**src/rtl/cfg_i2c_pkg.sv**
```systemverilog
package cfg_i2c_pkg;

    typedef enum logic [2:0] {
        ST_IDLE,
        ST_ADDR,
        ST_ADDR_ACK,
        ST_WR_BYTE,
        ST_WR_ACK,
        ST_RD_BYTE,
        ST_RD_ACK
    } bus_state_e;

    // Synchronized line levels and the events derived from them
    typedef struct packed {
        logic scl;
        logic sda;
        logic scl_rise;
        logic scl_fall;
        logic start;
        logic stop;
    } line_evt_t;

    // Reset value of configuration byte idx
    function automatic logic [7:0] reg_default(input int unsigned idx);
        return (idx == 0) ? 8'h0C : 8'hFF;
    endfunction

endpackage

```
**src/rtl/i2c_line_sync.sv**
```systemverilog
module i2c_line_sync
    import cfg_i2c_pkg::*;
#(
    parameter int STAGES = 2
) (
    input  logic      clk,
    input  logic      rst_n,
    input  logic      scl_i,
    input  logic      sda_i,
    output line_evt_t evt
);

    typedef struct packed {
        logic [STAGES-1:0] scl_sh;
        logic [STAGES-1:0] sda_sh;
        logic              scl_last;
        logic              sda_last;
    } sync_t;

    sync_t s_d, s_q;

    always_comb begin
        s_d          = s_q;
        s_d.scl_sh   = {s_q.scl_sh[STAGES-2:0], scl_i};
        s_d.sda_sh   = {s_q.sda_sh[STAGES-2:0], sda_i};
        s_d.scl_last = s_q.scl_sh[STAGES-1];
        s_d.sda_last = s_q.sda_sh[STAGES-1];
    end

    always_ff @(posedge clk or negedge rst_n) begin
        if (!rst_n) begin
            s_q <= '1;
        end else begin
            s_q <= s_d;
        end
    end

    always_comb begin
        evt.scl      = s_q.scl_sh[STAGES-1];
        evt.sda      = s_q.sda_sh[STAGES-1];
        evt.scl_rise = evt.scl && !s_q.scl_last;
        evt.scl_fall = !evt.scl && s_q.scl_last;
        evt.start    = evt.scl && s_q.scl_last && s_q.sda_last && !evt.sda;
        evt.stop     = evt.scl && s_q.scl_last && !s_q.sda_last && evt.sda;
    end

endmodule

```
**src/rtl/cfg_reg_bank.sv**
```systemverilog
module cfg_reg_bank
    import cfg_i2c_pkg::*;
#(
    parameter int NUM_REGS = 7,
    parameter int PTR_W    = $clog2(NUM_REGS + 1)
) (
    input  logic                  clk,
    input  logic                  rst_n,
    input  logic                  wr_en,
    input  logic [PTR_W-1:0]      wr_idx,
    input  logic [7:0]            wr_data,
    input  logic [PTR_W-1:0]      rd_idx,
    output logic [7:0]            rd_data,
    output logic [NUM_REGS*8-1:0] cfg_flat
);

    localparam logic [PTR_W-1:0] LIMIT = PTR_W'(NUM_REGS);

    logic [NUM_REGS-1:0][7:0] regs_d, regs_q;

    always_comb begin
        regs_d = regs_q;
        if (wr_en && (wr_idx < LIMIT)) begin
            regs_d[wr_idx] = wr_data;
        end
    end

    always_ff @(posedge clk or negedge rst_n) begin
        if (!rst_n) begin
            for (int i = 0; i < NUM_REGS; i++) begin
                regs_q[i] <= reg_default(i);
            end
        end else begin
            regs_q <= regs_d;
        end
    end

    assign rd_data = (rd_idx < LIMIT) ? regs_q[rd_idx] : 8'hFF;

    for (genvar g = 0; g < NUM_REGS; g++) begin : g_flat
        assign cfg_flat[g*8 +: 8] = regs_q[g];
    end

    // the write strobe never targets a byte past the bank
    p_write_in_range_r6: assert property (@(posedge clk) disable iff (!rst_n)
        wr_en |-> (wr_idx < LIMIT));

    // without a write strobe no byte moves
    p_hold_without_write_r3: assert property (@(posedge clk) disable iff (!rst_n)
        !wr_en |=> $stable(regs_q));

endmodule

```
**src/rtl/cfg_bus_fsm.sv**
```systemverilog
module cfg_bus_fsm
    import cfg_i2c_pkg::*;
#(
    parameter logic [6:0] DEV_ADDR = 7'h69,
    parameter int         NUM_REGS = 7,
    parameter int         PTR_W    = $clog2(NUM_REGS + 1)
) (
    input  logic             clk,
    input  logic             rst_n,
    input  logic             pwr_down,
    input  line_evt_t        evt,
    input  logic [7:0]       rd_data,
    output logic             sda_oe,
    output logic             wr_en,
    output logic [PTR_W-1:0] wr_idx,
    output logic [7:0]       wr_data,
    output logic [PTR_W-1:0] rd_idx
);

    localparam logic [PTR_W-1:0] LIMIT    = PTR_W'(NUM_REGS);
    localparam logic [1:0]       HDR_SKIP = 2'd2;

    typedef struct packed {
        bus_state_e       state;
        logic [3:0]       bitcnt;
        logic [7:0]       shreg;
        logic [1:0]       hdr_cnt;
        logic [PTR_W-1:0] ptr;
        logic             is_read;
        logic             drive_low;
        logic             master_nack;
    } fsm_t;

    fsm_t q, n;

    always_comb begin
        n     = q;
        wr_en = 1'b0;
        if (pwr_down) begin
            n.state     = ST_IDLE;
            n.drive_low = 1'b0;
        end else if (evt.start) begin
            n.state     = ST_ADDR;
            n.bitcnt    = 4'd0;
            n.hdr_cnt   = 2'd0;
            n.ptr       = '0;
            n.drive_low = 1'b0;
        end else if (evt.stop) begin
            n.state     = ST_IDLE;
            n.drive_low = 1'b0;
        end else begin
            case (q.state)
                ST_IDLE: begin
                end
                ST_ADDR, ST_WR_BYTE: begin
                    if (evt.scl_rise && (q.bitcnt < 4'd8)) begin
                        n.shreg  = {q.shreg[6:0], evt.sda};
                        n.bitcnt = q.bitcnt + 4'd1;
                    end else if (evt.scl_fall && (q.bitcnt == 4'd8)) begin
                        if (q.state == ST_ADDR) begin
                            if (q.shreg[7:1] == DEV_ADDR) begin
                                n.state     = ST_ADDR_ACK;
                                n.drive_low = 1'b1;
                                n.is_read   = q.shreg[0];
                            end else begin
                                n.state = ST_IDLE;
                            end
                        end else begin
                            n.state     = ST_WR_ACK;
                            n.drive_low = 1'b1;
                            if (q.hdr_cnt != HDR_SKIP) begin
                                n.hdr_cnt = q.hdr_cnt + 2'd1;
                            end else if (q.ptr < LIMIT) begin
                                wr_en = 1'b1;
                                n.ptr = q.ptr + 1'b1;
                            end
                        end
                    end
                end
                ST_ADDR_ACK: begin
                    if (evt.scl_fall) begin
                        n.bitcnt = 4'd0;
                        if (q.is_read) begin
                            n.state     = ST_RD_BYTE;
                            n.shreg     = rd_data;
                            n.drive_low = !rd_data[7];
                        end else begin
                            n.state     = ST_WR_BYTE;
                            n.drive_low = 1'b0;
                        end
                    end
                end
                ST_WR_ACK: begin
                    if (evt.scl_fall) begin
                        n.state     = ST_WR_BYTE;
                        n.bitcnt    = 4'd0;
                        n.drive_low = 1'b0;
                    end
                end
                ST_RD_BYTE: begin
                    if (evt.scl_fall) begin
                        if (q.bitcnt == 4'd7) begin
                            n.state     = ST_RD_ACK;
                            n.drive_low = 1'b0;
                            if (q.ptr < LIMIT) begin
                                n.ptr = q.ptr + 1'b1;
                            end
                        end else begin
                            n.shreg     = {q.shreg[6:0], 1'b1};
                            n.drive_low = !q.shreg[6];
                            n.bitcnt    = q.bitcnt + 4'd1;
                        end
                    end
                end
                ST_RD_ACK: begin
                    if (evt.scl_rise) begin
                        n.master_nack = evt.sda;
                    end else if (evt.scl_fall) begin
                        if (q.master_nack) begin
                            n.state = ST_IDLE;
                        end else begin
                            n.state     = ST_RD_BYTE;
                            n.bitcnt    = 4'd0;
                            n.shreg     = rd_data;
                            n.drive_low = !rd_data[7];
                        end
                    end
                end
                default: n.state = ST_IDLE;
            endcase
        end
    end

    always_ff @(posedge clk or negedge rst_n) begin
        if (!rst_n) begin
            q <= '{state: ST_IDLE, bitcnt: 4'd0, shreg: 8'h00, hdr_cnt: 2'd0,
                   ptr: '0, is_read: 1'b0, drive_low: 1'b0, master_nack: 1'b0};
        end else begin
            q <= n;
        end
    end

    assign sda_oe  = q.drive_low && !pwr_down;
    assign wr_idx  = q.ptr;
    assign wr_data = q.shreg;
    assign rd_idx  = q.ptr;

    // the address acknowledge follows only a matching address byte
    p_addr_match_r1: assert property (@(posedge clk) disable iff (!rst_n)
        $rose(q.state == ST_ADDR_ACK) |-> ($past(q.shreg[7:1]) == DEV_ADDR));

    // power-down returns the machine to idle and blocks writes
    p_pd_idle_r8: assert property (@(posedge clk) disable iff (!rst_n)
        pwr_down |=> (q.state == ST_IDLE));
    p_pd_no_write_r8: assert property (@(posedge clk) disable iff (!rst_n)
        pwr_down |-> !wr_en);

    // the data pull-down holds still across a high SCL phase
    p_scl_high_stable_r10: assert property (@(posedge clk) disable iff (!rst_n)
        (evt.scl && $past(evt.scl) && !pwr_down && !$past(pwr_down))
            |-> $stable(sda_oe));

endmodule

```
**src/rtl/clkgen_cfg_slave.sv**
```systemverilog
module clkgen_cfg_slave
    import cfg_i2c_pkg::*;
#(
    parameter logic [6:0] DEV_ADDR    = 7'h69,
    parameter int         NUM_REGS    = 7,
    parameter int         SYNC_STAGES = 2
) (
    input  logic                  clk,
    input  logic                  rst_n,
    input  logic                  pwr_down,
    input  logic                  scl_i,
    input  logic                  sda_i,
    output logic                  sda_oe,
    output logic [NUM_REGS*8-1:0] cfg_flat
);

    localparam int PTR_W = $clog2(NUM_REGS + 1);

    line_evt_t        evt;
    logic             wr_en;
    logic [PTR_W-1:0] wr_idx;
    logic [PTR_W-1:0] rd_idx;
    logic [7:0]       wr_data;
    logic [7:0]       rd_data;

    i2c_line_sync #(
        .STAGES (SYNC_STAGES)
    ) i_sync (
        .clk   (clk),
        .rst_n (rst_n),
        .scl_i (scl_i),
        .sda_i (sda_i),
        .evt   (evt)
    );

    cfg_bus_fsm #(
        .DEV_ADDR (DEV_ADDR),
        .NUM_REGS (NUM_REGS),
        .PTR_W    (PTR_W)
    ) i_fsm (
        .clk      (clk),
        .rst_n    (rst_n),
        .pwr_down (pwr_down),
        .evt      (evt),
        .rd_data  (rd_data),
        .sda_oe   (sda_oe),
        .wr_en    (wr_en),
        .wr_idx   (wr_idx),
        .wr_data  (wr_data),
        .rd_idx   (rd_idx)
    );

    cfg_reg_bank #(
        .NUM_REGS (NUM_REGS),
        .PTR_W    (PTR_W)
    ) i_bank (
        .clk      (clk),
        .rst_n    (rst_n),
        .wr_en    (wr_en),
        .wr_idx   (wr_idx),
        .wr_data  (wr_data),
        .rd_idx   (rd_idx),
        .rd_data  (rd_data),
        .cfg_flat (cfg_flat)
    );

endmodule

```
**config.mk**
```make
export PLATFORM = sky130hd
export DESIGN_NAME = clkgen_cfg_slave
export DESIGN_NICKNAME = d
export VERILOG_FILES = /design/src/rtl/cfg_i2c_pkg.sv /design/src/rtl/i2c_line_sync.sv /design/src/rtl/cfg_reg_bank.sv /design/src/rtl/cfg_bus_fsm.sv /design/src/rtl/clkgen_cfg_slave.sv
export SDC_FILE = /design/constraint.sdc
export NUM_CORES = 1
export LEC_CHECK = 0
export BUFFER_PORTS_ARGS = -buffer_cell sky130_fd_sc_hd__buf_2
export CAP_MARGIN = 30
export CORE_MARGIN = 2
export CORE_UTILIZATION = 58
export DETAILED_ROUTE_END_ITERATION = 8
export HOLD_SLACK_MARGIN = 0.05
export PLACE_DENSITY = 0.76
export REMOVE_ABC_BUFFERS = 1
export SYNTH_ARGS = -nofsm -noshare
export SYNTH_HDL_FRONTEND = slang
export SYNTH_SLANG_ARGS = --single-unit
```
**constraint.sdc**
```tcl
create_clock -name clk -period 2.4 [get_ports clk]
set_input_delay 0 -clock clk [delete_from_list [all_inputs] [get_ports clk]]
set_output_delay 0 -clock clk [all_outputs]
set_load 0.01 [all_outputs]
```
# [Word-level counts from Yosys, hierarchy flattened]
# Cells that the tools add are included.
[op_classes] addsub=3 order_cmp=4 n_eq_ne=46 muxes=72 n_bitwise=4 n_reduce_logical=36
[op_table] operator="15-bit two-way mux" count=4
[op_table] operator="56-bit bitwise mux" count=1
[op_table] operator="12-bit two-way mux" count=3
[op_table] operator="3-bit two-way mux" count=12
[op_table] operator="8-bit two-way mux" count=4
[op_table] operator="8-bit case mux with 4 select lines" count=1
[op_table] operator="5-bit by 4-bit != test with 1-bit output (second input constant)" count=6
[op_table] operator="7-bit two-way mux" count=4
[op_table] operator="8-bit binary-select mux with 3-bit select" count=1
[op_table] operator="8-bit demux with 3-bit select" count=1
[op_table] operator="1-bit two-way mux" count=23
[op_table] operator="2-bit two-way mux" count=11
[op_table] operator="3-bit by 2-bit != test with 1-bit output (second input constant)" count=7
[op_table] operator="4-bit case mux with 5 select lines" count=1
[op_table] operator="18-bit two-way mux" count=1
[op_table] operator="3-bit != test (second input constant)" count=6
[op_table] operator="3-bit case mux with 6 select lines" count=1
[op_table] operator="9-bit AND reduction" count=2
[op_table] operator="5-bit != test (second input constant)" count=3
[op_table] operator="1-bit logical AND" count=12
[op_table] operator="2-bit by 1-bit != test with 1-bit output (second input constant)" count=6
[op_table] operator="2-bit != test (second input constant)" count=6
[op_table] operator="12-bit AND reduction" count=1
[op_table] operator="11-bit AND reduction" count=1
[op_table] operator="other kinds (32)" count=47
[totals] regBits=85 elab_cells=184

# [Longest topological paths before layout]
# Gate-level depths: netlist of the first run.
[logic_depth] depth_word=16 ltp_mapped=7 mapped_depth_nobuf=7

# [Hierarchy]
# From an unflattened synthesis of the first run, not the netlist that was laid out.
[unflattened] hier_cells=375 area_unflattened_um2=4619.4
[modules_own_cells] mod="cfg_reg_bank" instances=1 cells_each=174 area_each_um2=2666.3 seq_area_each_um2=1463.9
[modules_own_cells] mod="cfg_bus_fsm" instances=1 cells_each=189 area_each_um2=1747.9 seq_area_each_um2=575.6
[modules_own_cells] mod="i2c_line_sync" instances=1 cells_each=12 area_each_um2=205.2 seq_area_each_um2=157.7

# [Least setup slack after synthesis of the first run]
# No wires, ideal clock.
[synth_path] path_type="reg2reg" start="register i_sync.s_q (netlist bit i_sync.evt[4])" end="register i_bank.regs_q (netlist bit i_bank.cfg_flat[48])" t_arrival_ns=2.097 slack_ns=0.220 path_stages_with_launch=7 n_path_buf=1 synth_period_minus_slack_ns=2.180 cell_sequence="dfstp_2 > xor2_1 > a21oi_4 > nand3_4 > or4_1 > buf_6 > mux2_4"
[synth_via] elab_chain_cells=5 elab_cells_between_ends=7 cone_classes="mux (3); reduce/logical (4)"
[synth_lines] item="from (decl)" line_no="i2c_line_sync.sv:20" text="sync_t s_d, s_q;"
[synth_lines] item="from (signal assigned)" line_no="i2c_line_sync.sv:32" text="s_q <= '1;"
[synth_lines] item="from (signal assigned)" line_no="i2c_line_sync.sv:34" text="s_q <= s_d;"
[synth_lines] item="1-bit logical AND or 1-bit zero test (tied branches)" line_no="i2c_line_sync.sv:44, i2c_line_sync.sv:43"
[synth_lines] item="1-bit two-way mux or 1-bit logical AND (tied branches)" line_no="cfg_bus_fsm.sv:48, i2c_line_sync.sv:43"
[synth_lines] item="1-bit two-way mux *" line_no="cfg_bus_fsm.sv:42" text="end else if (evt.start) begin"
[synth_lines] item="1-bit two-way mux *" line_no="cfg_bus_fsm.sv:39" text="if (pwr_down) begin"
[synth_lines] item="1-bit logical AND *" line_no="cfg_reg_bank.sv:23" text="if (wr_en && (wr_idx < LIMIT)) begin"
[synth_lines] item="to (signal, indexed assignment)" line_no="cfg_reg_bank.sv:31" text="regs_q[i] <= reg_default(i);"
[synth_lines] item="to (signal assigned)" line_no="cfg_reg_bank.sv:34" text="regs_q <= regs_d;"
[synth_lines] item="to (decl)" line_no="cfg_reg_bank.sv:19" text="logic [NUM_REGS-1:0][7:0] regs_d, regs_q;"
# Every way passes the cells marked *; elsewhere a longest branch is shown, timed or not.
# A chain may end at the register's enable or synchronous reset.

# [Final worst setup path of the first run]
[layout_path] start="register i_sync.s_q[1] (netlist bit)" end="register i_bank.regs_q (netlist bit i_bank.cfg_flat[22])"
[layout_via] elab_chain_cells=9 elab_cells_between_ends=17 cone_classes="mux (6); reduce/logical (11)"
[layout_lines] item="1-bit logical AND or 1-bit zero test (tied branches)" line_no="i2c_line_sync.sv:42, i2c_line_sync.sv:41"
[layout_lines] item="1-bit logical AND (on tied branches)" line_no="cfg_bus_fsm.sv:59, i2c_line_sync.sv:41"
[layout_lines] item="1-bit two-way mux or 1-bit logical AND (tied branches)" line_no="cfg_bus_fsm.sv:59, cfg_bus_fsm.sv:56"
[layout_lines] item="1-bit two-way mux" line_no="cfg_bus_fsm.sv:56" text="if (evt.scl_rise && (q.bitcnt < 4'd8)) begin"
[layout_lines] item="1-bit two-way mux" line_no="cfg_bus_fsm.sv:52" text="case (q.state)"
[layout_lines] item="1-bit two-way mux" line_no="cfg_bus_fsm.sv:48" text="end else if (evt.stop) begin"
[layout_lines] item="1-bit two-way mux *" line_no="cfg_bus_fsm.sv:42"
[layout_lines] item="1-bit two-way mux *" line_no="cfg_bus_fsm.sv:39"
[layout_lines] item="1-bit logical AND *" line_no="cfg_reg_bank.sv:23"
# Marks and branches as above.

==> results of run 1 <==
==> worst reg2reg max path, cell delays in order (launching register included) <==
cell,delay (ns)
sky130_fd_sc_hd__dfstp_2,0.57
sky130_fd_sc_hd__and2b_1,0.15
sky130_fd_sc_hd__and4_1,0.33
sky130_fd_sc_hd__nand3_4,0.10
sky130_fd_sc_hd__buf_4,0.20
sky130_fd_sc_hd__nor4_4,0.37
sky130_fd_sc_hd__buf_4,0.21
sky130_fd_sc_hd__mux2_2,0.33
==> path summary, 6_finish.rpt <==
| path | startpoint | end | cells past startpoint |
|---|---|---|---|
| setup / recovery | i_sync.s_q[1] | i_bank.cfg_flat[22] | 7 |
| hold / removal | rst_n | i_fsm.rd_idx[0] | 2 |
| setup reg to reg | i_sync.s_q[1] | i_bank.cfg_flat[22] | 7 |
| hold reg to reg | i_sync.s_d[3] | i_sync.evt[4] | 0 |
| max in group asynchronous | rst_n | i_sync.evt[4] | 3 |
| min in group clk | pwr_down | i_fsm.q[22] | 5 |
==> stage by stage <==
step	worst slack [ns]	setup TNS (ns)	instance area, sq um
floorplan	-0.0585	-0.468	4440
global placement	0.139	0	5120
detailed placement	0.120	0	5120
CTS	0.0988	0	5340
global route	0.00221	0	5350
finish	0.0714	0	5350
==> registers in the layout (all words and copies together), names as in the netlist <==
name / count
i_sync.s_q: 2
i_sync.evt: 2
i_fsm.q: 12
i_bank.cfg_flat: 56
i_fsm.rd_idx: 3
i_sync.s_d: 2
i_fsm.wr_data: 8
==> kinds of logic after synthesis <==
family	Yosys count	share of synthesized area (%)
adder cells (fa/ha/maj)	4	1.10
flip-flops	85	48.3
multiplexers	96	25.7
AO/OA/AOI/OAI	67	9.85
XOR/XNOR	1	0.193
AND/OR/NAND/NOR	79	11.6
buffers and inverters	34	3.22
==> per-layer routing <==
metal  vias to the layer above  part of all wire, %  global-route usage [%]  wire length [um]
met3                        16                  4.9                    3.50               558
met5                         -                    0                       0                 0
li1                       1509                    -                       -                 -
met1                      1774                   45                    41.3              5090
met4                         0                  1.4                    9.33               155
met2                       117                   49                    42.3              5480
==> what timing repair did <==
item | 4_1_cts | 5_1_grt
gates resized for setup | 0 | 2
endpoints found under the setup margin | 0 | 7
hold buffers | 3 | 0
endpoints found under the hold margin | 42 | 0
==> final cells by class <==
cell class              instances  area, sq um
clock inverters                 5         41.3
clock buffers                  10          149
flip-flops and latches         85         2200
fillers                       564         2300
multi-input cells             247         2210
repair buffers                 95          583
well taps                     102          128
inverters                      11         41.3
==> cell usage after synthesis, drive strengths merged (2+ instances only) <==
cell	count
nor3b	2
nand2	18
mux4	7
nand4b	2
ha	4
nor4	6
nand3	5
mux2i	19
dfrtp	29
o2bb2ai	2
nor2	12
and2	2
o22ai	4
o2111ai	2
inv	11
nand3b	4
nand4	2
mux2	70
nor2b	9
clkbuf	11
buf	12
dfstp	56
nor3	4
nand2b	6
a221oi	3
o21ai	28
a2bb2oi	2
o31ai	2
a21oi	9
==> power groups by stage <==
stage	clock, W	sequential (W)	combinational [W]
2_1_floorplan	0	0.00174	0.000424
3_3_place_gp	0	0.00179	0.000636
3_5_place_dp	0	0.00180	0.000658
4_1_cts	0.00102	0.00178	0.000664
5_1_grt	0.00108	0.00181	0.000739
6_report	0.00101	0.00179	0.000672
==> out/summary.md, run 1 <==
Place
• placed cell count: 537
• count of port buffers added during placement: 61
• HPWL after detailed placement: 8040 um
• placer congestion estimate: 0.894

Clock network
• CTS Buf Count: 9
• maximum clock insertion buffer count: 2
• clk slew on worst S/H paths: 0.08 ns
• number of setup buffers added after CTS: 0
• clock latency at the later pin of the worst-skew pair: 0.37 ns
• CTS H-tree depth: 3
• CTS tree: built
• root cell of the clock tree: sky130_fd_sc_hd__clkbuf_8
• total clock sinks: 85

Power
• Clk pwr share: 29.2%
• switching power summed over all nets: 0.00119 W
• total power consumption of the routed design: 0.00347 W
• power per standard cell area: 650 nW/um^2
• share of power burned in registers: 51.5%
• share of total power consumed by net switching: 34.3%
• largest voltage drop on the vdd net: 0.507 mV
• internal cell power: 0.00228 W
• LEAKAGE: 2.38 nW
• proportion of power drawn by combinational gates: 19.3%

Die
• overall die width: 92.5 um
• vertical die dimension: 92.5 um
• row count: 32
• Std-Cell Core Area: 7650 sq um
• initial core utilization: 59.4%
• top-level port count: 62
• total die area: 8560 sq um

STA
• fin crit period: 2.33 ns
• share of the clock period used by the worst path: 97.0%
• Worst Max-Slew Pin Slew: 0.545 ns
• total count of hold-check failures in the final report: 0
• setup repair after global routing missed its margin: no
• Highest Clock Rate: 0.429 GHz
• final-layout worst hold slack: 0.130 ns
• skew final: 0.0114 ns
• relative slew slack: 63.4%
• total setup violations reported at the end of the flow: 0
• total count of max-transition violations in the final report: 0

Drt
• wire length per cell: 20.3 um
• via count normalized by instance count: 6.15
• wire length after detailed routing: 11300 um
• routed via count: 3416
• drt drc: 0
• violation count after the first detailed-routing iteration: 287
• number of detailed-routing iterations run before antenna repair: 5
• number of nets with antenna violations after detailed routing: 0

Synthesis
• library cell with the largest summed area after synthesis: sky130_fd_sc_hd__dfstp_2
• portion of synthesized cell area occupied by the leading cell type: 32.4%
• Async S/R FF share, synth: 100%
• top flip-flop cell by instance count after synthesis: sky130_fd_sc_hd__dfstp_2
• Mapped Area: 4550 sq um
• count of distinct cell types in the synthesized netlist: 61
• warnings from Yosys: 0
• fraction of the yosys area taken by sequential cells: 48.3%
• number of synthesized flops with an enable pin: 0
• synthesized netlist cell count: 366
• Yosys reg bits: 85
• most area-consuming cells after synthesis: sky130_fd_sc_hd__dfstp_2 (32%), sky130_fd_sc_hd__dfrtp_1 (16%), sky130_fd_sc_hd__mux2_2 (15%)
• Avg Cell Area, Syn: 12.4 sq um

Finish
• post-route insts no fill: 555
• most used cells in the layout excluding fill and tap cells: sky130_fd_sc_hd__mux2_2 (62), sky130_fd_sc_hd__buf_2 (60), sky130_fd_sc_hd__dfstp_2 (56)
• nets: 458
• final cell utilization of the core: 69.9%
• layout-stage area growth over the synthesis result: 17.6%
• commonest non-fill, non-tap cell in the layout: sky130_fd_sc_hd__mux2_2
• share of final-layout standard cells stronger than drive strength 1: 56.1%
• number of diodes: 0

Worst setup path
• critical-path cell with the highest stage delay: sky130_fd_sc_hd__dfstp_2
• buffer and inverter count on the worst path: 2
• kind of cell adding the most delay to the critical path: simple AND/OR/NAND/NOR gates
• nature of the critical path endpoint: flop
• CP most frequent cell: sky130_fd_sc_hd__buf_4
• critical path launch point type: flop
• worst reg-to-reg setup slack: 0.07 ns
• WP data arrival: 2.63 ns
• critical path data required time: 2.70 ns
• delay of the slowest critical-path stage: 0.57 ns
• cell-by-cell listing of the critical path: and2b_1, and4_1, nand3_4, buf_4, nor4_4, buf_4, mux2_2
• WS Path Type: flop to flop
• maximum fanout along the worst path: 6

Outcome
• result of the run: completed

Hold path
• Worst Hold Class: input port to async pin

GRT
• total congestion overflow: 0
• number of global-route vias before repair: 3315
• wire length of the first global-routing pass: 18100 um
• number of antenna violations at the first check in global routing: 0
• largest net degree at the start of global routing: 39
• all-layer global routing usage: 27.7%

Flow run
• number of max-cap violations: 0

No activity file was read; power rests on OpenSTA's default activity.
==> inputs of run 2 (changes only) <==
--- a/config.mk
+++ b/config.mk
@@ -11,2 +11,3 @@
 export CORE_UTILIZATION = 58
+export CTS_CLUSTER_SIZE = 28
 export DETAILED_ROUTE_END_ITERATION = 8
==> constraint.sdc (replaced) <==
create_clock -name clk -period 2.4 [get_ports clk]
set_input_delay 0.48 -clock clk [delete_from_list [all_inputs] [get_ports clk]]
set_output_delay 0.48 -clock clk [all_outputs]
set_load 0.01 [all_outputs]
==> out/summary.md, run 2 (synthesis results as in run 1) <==
Drt
• number of nets with antenna violations after detailed routing: 0, unchanged
• wire length per cell: 19.8 um, -2.6%
• wire length after detailed routing: 10900 um, -3.3%
• violation count after the first detailed-routing iteration: 243, -15%
• number of detailed-routing iterations run before antenna repair: 5, unchanged
• via count normalized by instance count: 6.17, +0.28%
• routed via count: 3401, -0.44%
• drt drc: 0, unchanged

GRT
• wire length of the first global-routing pass: 17500 um, -3.4%
• total congestion overflow: 0, unchanged
• largest net degree at the start of global routing: 36, -7.7%
• number of global-route vias before repair: 3217, -3.0%
• number of antenna violations at the first check in global routing: 0, unchanged
• all-layer global routing usage: 27.0%, -0.77 points

Clock network
• total clock sinks: 85, unchanged
• root cell of the clock tree: sky130_fd_sc_hd__clkbuf_8
• clk slew on worst S/H paths: 0.09 ns, about the same
• maximum clock insertion buffer count: 2, unchanged
• clock latency at the later pin of the worst-skew pair: 0.37 ns, about the same
• CTS Buf Count: 9, unchanged
• CTS H-tree depth: 3, unchanged
• CTS tree: built
• post-cts hold buffer count: 0, -3

Finish
• nets: 453, -1.1%
• max FFs per register: 56, unchanged
• layout-stage area growth over the synthesis result: 17.0%
• layout filler cell count: 555, -1.6%
• commonest non-fill, non-tap cell in the layout: sky130_fd_sc_hd__mux2_2
• number of diodes: 0, unchanged
• most used cells in the layout excluding fill and tap cells: sky130_fd_sc_hd__mux2_2 (62), sky130_fd_sc_hd__buf_2 (60), sky130_fd_sc_hd__dfstp_2 (56)
• share of final-layout standard cells stronger than drive strength 1: 55.9%, -0.17 points

Worst setup path
• critical path data required time: 2.69 ns, about the same
• WS Path Type: flop to flop
• worst reg-to-reg setup slack: 0.14 ns, +0.06 ns
• delay of the slowest critical-path stage: 0.56 ns, about the same
• buffer and inverter count on the worst path: 1, -1
• maximum fanout along the worst path: 5, -1
• critical-path cell with the highest stage delay: sky130_fd_sc_hd__dfstp_2
• endpoint of the worst register-to-register path: i_bank.cfg_flat[50]
• nature of the critical path endpoint: flop
• critical path launch point type: flop
• logic depth of the worst register-to-register path: 6, -1
• kind of cell adding the most delay to the critical path: simple AND/OR/NAND/NOR gates
• WP data arrival: 2.56 ns, -0.07 ns
• cell-by-cell listing of the critical path: and2b_1, and4_1, nand3_4, or4_1, buf_4, mux2_4
• Crit Reg-Reg Startpoint: i_sync.s_q[1]

STA
• relative slew slack: 56.5%, -6.9 points
• Highest Clock Rate: 0.442 GHz, +2.9%
• final-layout worst hold slack: 0.0565 ns, -0.0731 ns
• total count of max-transition violations in the final report: 0, unchanged
• Worst Max-Slew Pin Slew: 0.653 ns, +0.108 ns
• skew final: 0.0169 ns, +0.00544 ns
• setup repair after global routing missed its margin: no
• share of the clock period used by the worst path: 94.3%, -2.7 points
• total setup violations reported at the end of the flow: 0, unchanged
• total count of hold-check failures in the final report: 0, unchanged
• smallest setup slack after layout: 0.136 ns, +0.0649 ns
• fin crit period: 2.26 ns, -0.0649 ns

Die
• Std-Cell Core Area: 7650 sq um, unchanged
• vertical die dimension: 92.5 um, unchanged
• top-level port count: 62, unchanged
• total die area: 8560 sq um, unchanged
• initial core utilization: 59.4%, unchanged
• row count: 32, unchanged
• overall die width: 92.5 um, unchanged

Hold path
• Worst Hold Class: input port to async pin

Power
• Clk pwr share: 28.9%, -0.3 points
• largest voltage drop on the vdd net: 0.403 mV, -21%
• share of power burned in registers: 52.1%, +0.6 points
• share of total power consumed by net switching: 33.7%, -0.67 points
• proportion of power drawn by combinational gates: 18.9%, -0.4 points
• switching power summed over all nets: 0.00116 W, -2.8%
• LEAKAGE: 2.36 nW, -0.65%
• total power consumption of the routed design: 0.00344 W, -0.91%
• power per standard cell area: 647 nW/um^2, -0.35%
• internal cell power: 0.00228 W, +0.10%

Place
• placer congestion estimate: 0.960, +7.4%
• Worst Setup Slack post-DPL: 0.0899 ns, -0.0301 ns
• HPWL after detailed placement: 7780 um, -3.2%
• count of port buffers added during placement: 61, unchanged

Flow run
• number of max-cap violations: 0, unchanged

Outcome
• result of the run: completed

run 2: cell types whose count changed in the layout (fill, tap and decap cells not counted), sizes merged:
cell,change
clkbuf,+1
buf,-2
dlygate4sd3,-3
run 2: per-stage QoR:
| stage | util, % | area (sq um) | setup TNS [ns] | instances |
|---|---|---|---|---|
| after floorplan | - | 4440 | -0.468 | 343 |
| after global placement | 66.9 | 5120 | 0 | 535 |
| after detailed placement | 66.9 | 5120 | 0 | 535 |
| after CTS | 69.5 | 5310 | 0 | 551 |
| after global routing | 69.5 | 5320 | 0 | 551 |
| final | 69.5 | 5320 | 0 | 551 |
run 2: final cells by class:
cell class	count	area, sq um	share of cell area, %
multi-input cells	247	2210	41.5
clock buffers	11	153	2.87
clock inverters	5	41.3	0.776
repair buffers	90	551	10.4
flip-flops and latches	85	2200	41.3
inverters	11	41.3	0.776
well taps	102	128	2.40
run 2: timing repair:
item,4_1_cts,5_1_grt
setup endpoints to repair,0,7
buffers inserted,0,0
gates resized for setup,0,1
run 2: layer usage:
layer  vias up  routed length, um  track usage, %  share of wire (%)
met5         -                  0               0                  0
met1      1733               4860            39.1                 45
li1       1509                  -               -                  -
met2       144               5130            41.1                 47
met4         0                157            9.45                1.4
met3        15                761            4.72                7.0
run 2: power by group through the flow:
stage	sequential (W)	combinational, W	clock [W]
6_report	0.00179	0.000652	0.000996
5_1_grt	0.00182	0.000718	0.00108
4_1_cts	0.00179	0.000646	0.00101
3_5_place_dp	0.00181	0.000639	0
3_3_place_gp	0.00181	0.000627	0
2_1_floorplan	0.00174	0.000424	0
run 2: worst max-delay path by stage:
| stage | from | end | slack [ns] | cells past startpoint |
|---|---|---|---|---|
| 3_3_place_gp | i_sync.evt[5] | i_fsm.wr_data[2] | 0.15 | 6 |
| 2_1_floorplan | i_sync.s_q[1] | i_bank.cfg_flat[48] | -0.06 | 5 |
| 6_report | i_sync.s_q[1] | i_bank.cfg_flat[50] | 0.14 | 6 |
| 5_1_grt | i_sync.s_q[1] | i_bank.cfg_flat[46] | 0.04 | 7 |
| 4_1_cts | i_sync.evt[5] | i_fsm.wr_data[4] | 0.07 | 6 |
| 3_5_place_dp | i_sync.evt[5] | i_fsm.wr_data[5] | 0.09 | 6 |
==> inputs of run 3 (changes only) <==
REMOVE_ABC_BUFFERS = unset   (was 1)
==> out/summary.md, run 3 (synthesis results as in run 1) <==
Finish
• layout filler cell count: 578, +4.1%
• share of final-layout standard cells stronger than drive strength 1: 55.7%, -0.17 points
• layout-stage area growth over the synthesis result: 17.1%, about the same
• final cell utilization of the core: 69.6%, about the same
• commonest non-fill, non-tap cell in the layout: sky130_fd_sc_hd__mux2_2
• number of diodes: 0, unchanged
• flip-flop and latch area: 2200 sq um, unchanged
• post-route insts no fill: 547, -0.73%
• max FFs per register: 56, unchanged
• nets: 449, -0.88%
• most used cells in the layout excluding fill and tap cells: sky130_fd_sc_hd__mux2_2 (62), sky130_fd_sc_hd__buf_2 (60), sky130_fd_sc_hd__dfstp_2 (56)
• footprint of the multi-input gates: 2210 sq um, unchanged

Worst setup path
• Crit Reg-Reg Startpoint: i_sync.s_q[1]
• kind of cell adding the most delay to the critical path: simple AND/OR/NAND/NOR gates
• critical-path cell with the highest stage delay: sky130_fd_sc_hd__dfstp_2
• cell-by-cell listing of the critical path: and2b_1, and4_1, nand3_4, buf_4, nor4_4, buf_4, mux2_2
• endpoint of the worst register-to-register path: i_bank.cfg_flat[26]
• critical path launch point type: flop
• logic depth of the worst register-to-register path: 7, +1
• nature of the critical path endpoint: flop
• delay of the slowest critical-path stage: 0.57 ns, about the same
• critical path data required time: 2.70 ns, about the same
• CP most frequent cell: sky130_fd_sc_hd__buf_4
• WS Path Type: flop to flop
• WP data arrival: 2.54 ns, -0.02 ns
• buffer and inverter count on the worst path: 2, +1
• worst reg-to-reg setup slack: 0.16 ns, +0.02 ns
• maximum fanout along the worst path: 6, +1

GRT
• largest net degree at the start of global routing: 47, +31%
• number of global-route vias before repair: 3266, +1.5%
• number of antenna violations at the first check in global routing: 0, unchanged
• all-layer global routing usage: 25.7%, -1.2 points
• wire length of the first global-routing pass: 17000 um, -3.0%
• total congestion overflow: 0, unchanged

Clock network
• post-cts hold buffer count: 0, unchanged
• number of setup buffers added after CTS: 0, unchanged
• root cell of the clock tree: sky130_fd_sc_hd__clkbuf_8
• maximum clock insertion buffer count: 2, unchanged
• Resized Gates After CTS: 0, unchanged
• clock latency at the later pin of the worst-skew pair: 0.37 ns, about the same
• total clock sinks: 85, unchanged
• clk slew on worst S/H paths: 0.09 ns, about the same
• CTS H-tree depth: 3, unchanged
• CTS tree: built
• CTS Buf Count: 9, unchanged

Die
• initial core utilization: 59.4%, unchanged
• Std-Cell Core Area: 7650 sq um, unchanged
• vertical die dimension: 92.5 um, unchanged
• total die area: 8560 sq um, unchanged
• top-level port count: 62, unchanged
• overall die width: 92.5 um, unchanged
• row count: 32, unchanged

Hold path
• Worst Hold Class: input port to async pin

Place
• HPWL after detailed placement: 7500 um, -3.5%
• placed cell count: 531, -0.75%
• placer congestion estimate: 0.944, -1.7%
• count of port buffers added during placement: 61, unchanged

STA
• fin crit period: 2.24 ns, -0.0217 ns
• Highest Clock Rate: 0.446 GHz, +0.97%
• share of the clock period used by the worst path: 93.4%, -0.90 points
• total count of max-transition violations in the final report: 0, unchanged
• skew final: 0.0121 ns, -0.00483 ns
• total count of hold-check failures in the final report: 0, unchanged
• relative slew slack: 55.5%, -0.95 points
• Worst Max-Slew Pin Slew: 0.667 ns, +0.0142 ns
• total setup violations reported at the end of the flow: 0, unchanged
• setup tns final: 0 ns, unchanged
• setup repair after global routing missed its margin: no

Outcome
• result of the run: completed

Drt
• violation count after the first detailed-routing iteration: 164, -33%
• number of nets with antenna violations after detailed routing: 0, unchanged
• wire length after detailed routing: 10500 um, -4.2%
• via count normalized by instance count: 6.04, -2.2%
• wire length per cell: 19.1 um, -3.5%
• number of detailed-routing iterations run before antenna repair: 4, -1
• routed via count: 3302, -2.9%
• drt drc: 0, unchanged

Power
• power per standard cell area: 668 nW/um^2, +3.2%
• LEAKAGE: 2.36 nW, -0.28%
• total power consumption of the routed design: 0.00356 W, +3.3%
• largest voltage drop on the vdd net: 0.323 mV, -20%

Flow run
• number of max-cap violations: 0, unchanged

Synthesis
• synthesized netlist net count: 375

==> run 3: cell count changes in the layout (fill, tap and decap cells not counted), sizes merged <==
cell | previous run | this run
clkbuf | 11 | 10
inv | 14 | 12
clkinv | 1 | 3
buf | 90 | 86
bufinv | 0 | 1
==> run 3: routing by layer <==
metal / global-route usage (%) / share of wire [%] / routed length, um / vias up
met2: 39.5 / 48 / 5030 / 101
met1: 36.8 / 45 / 4750 / 1691
met3: 3.66 / 4.6 / 476 / 16
met5: 0 / 0 / 0 / -
li1: - / - / - / 1494
met4: 11.3 / 1.9 / 199 / 0
==> run 3: layout make-up <==
| class | instances | area share (%) |
|---|---|---|
| multi-input cells | 247 | 41.5 |
| repair buffers | 86 | 9.78 |
| clock buffers | 10 | 2.80 |
| well taps | 102 | 2.40 |
| flip-flops and latches | 85 | 41.3 |
| clock inverters | 6 | 1.50 |
| inverters | 11 | 0.776 |
==> run 3: power by group <==
group          internal (W)  switching (W)  leakage (nW)
clock              0.000560       0.000561         0.111
combinational      0.000285       0.000367          1.27
sequential          0.00154       0.000242         0.972
==> run 3: through the flow <==
stage / hold slack (ns) / instance area, sq um / setup WS, ns
after global routing: 0.150 / 5320 / 0.0492
after detailed placement: 0.349 / 5090 / 0.0945
after CTS: 0.118 / 5320 / 0.0837
after floorplan: 0.184 / 4550 / 0.220
after global placement: 0.346 / 5090 / 0.145
final: 0.0981 / 5320 / 0.158
==> run 3: worst max-delay path by stage <==
stage | start | endpoint | slack, ns | depth (start not counted)
floorplan | i_sync.evt[4] | i_bank.cfg_flat[48] | 0.22 | 6
global placement | i_sync.evt[5] | i_fsm.wr_data[5] | 0.14 | 6
detailed placement | i_sync.evt[5] | i_fsm.wr_data[4] | 0.09 | 6
CTS | i_sync.evt[5] | i_fsm.wr_data[4] | 0.08 | 6
global route | i_fsm.q[16] | i_bank.cfg_flat[27] | 0.05 | 8
finish | i_sync.s_q[1] | i_bank.cfg_flat[26] | 0.16 | 7
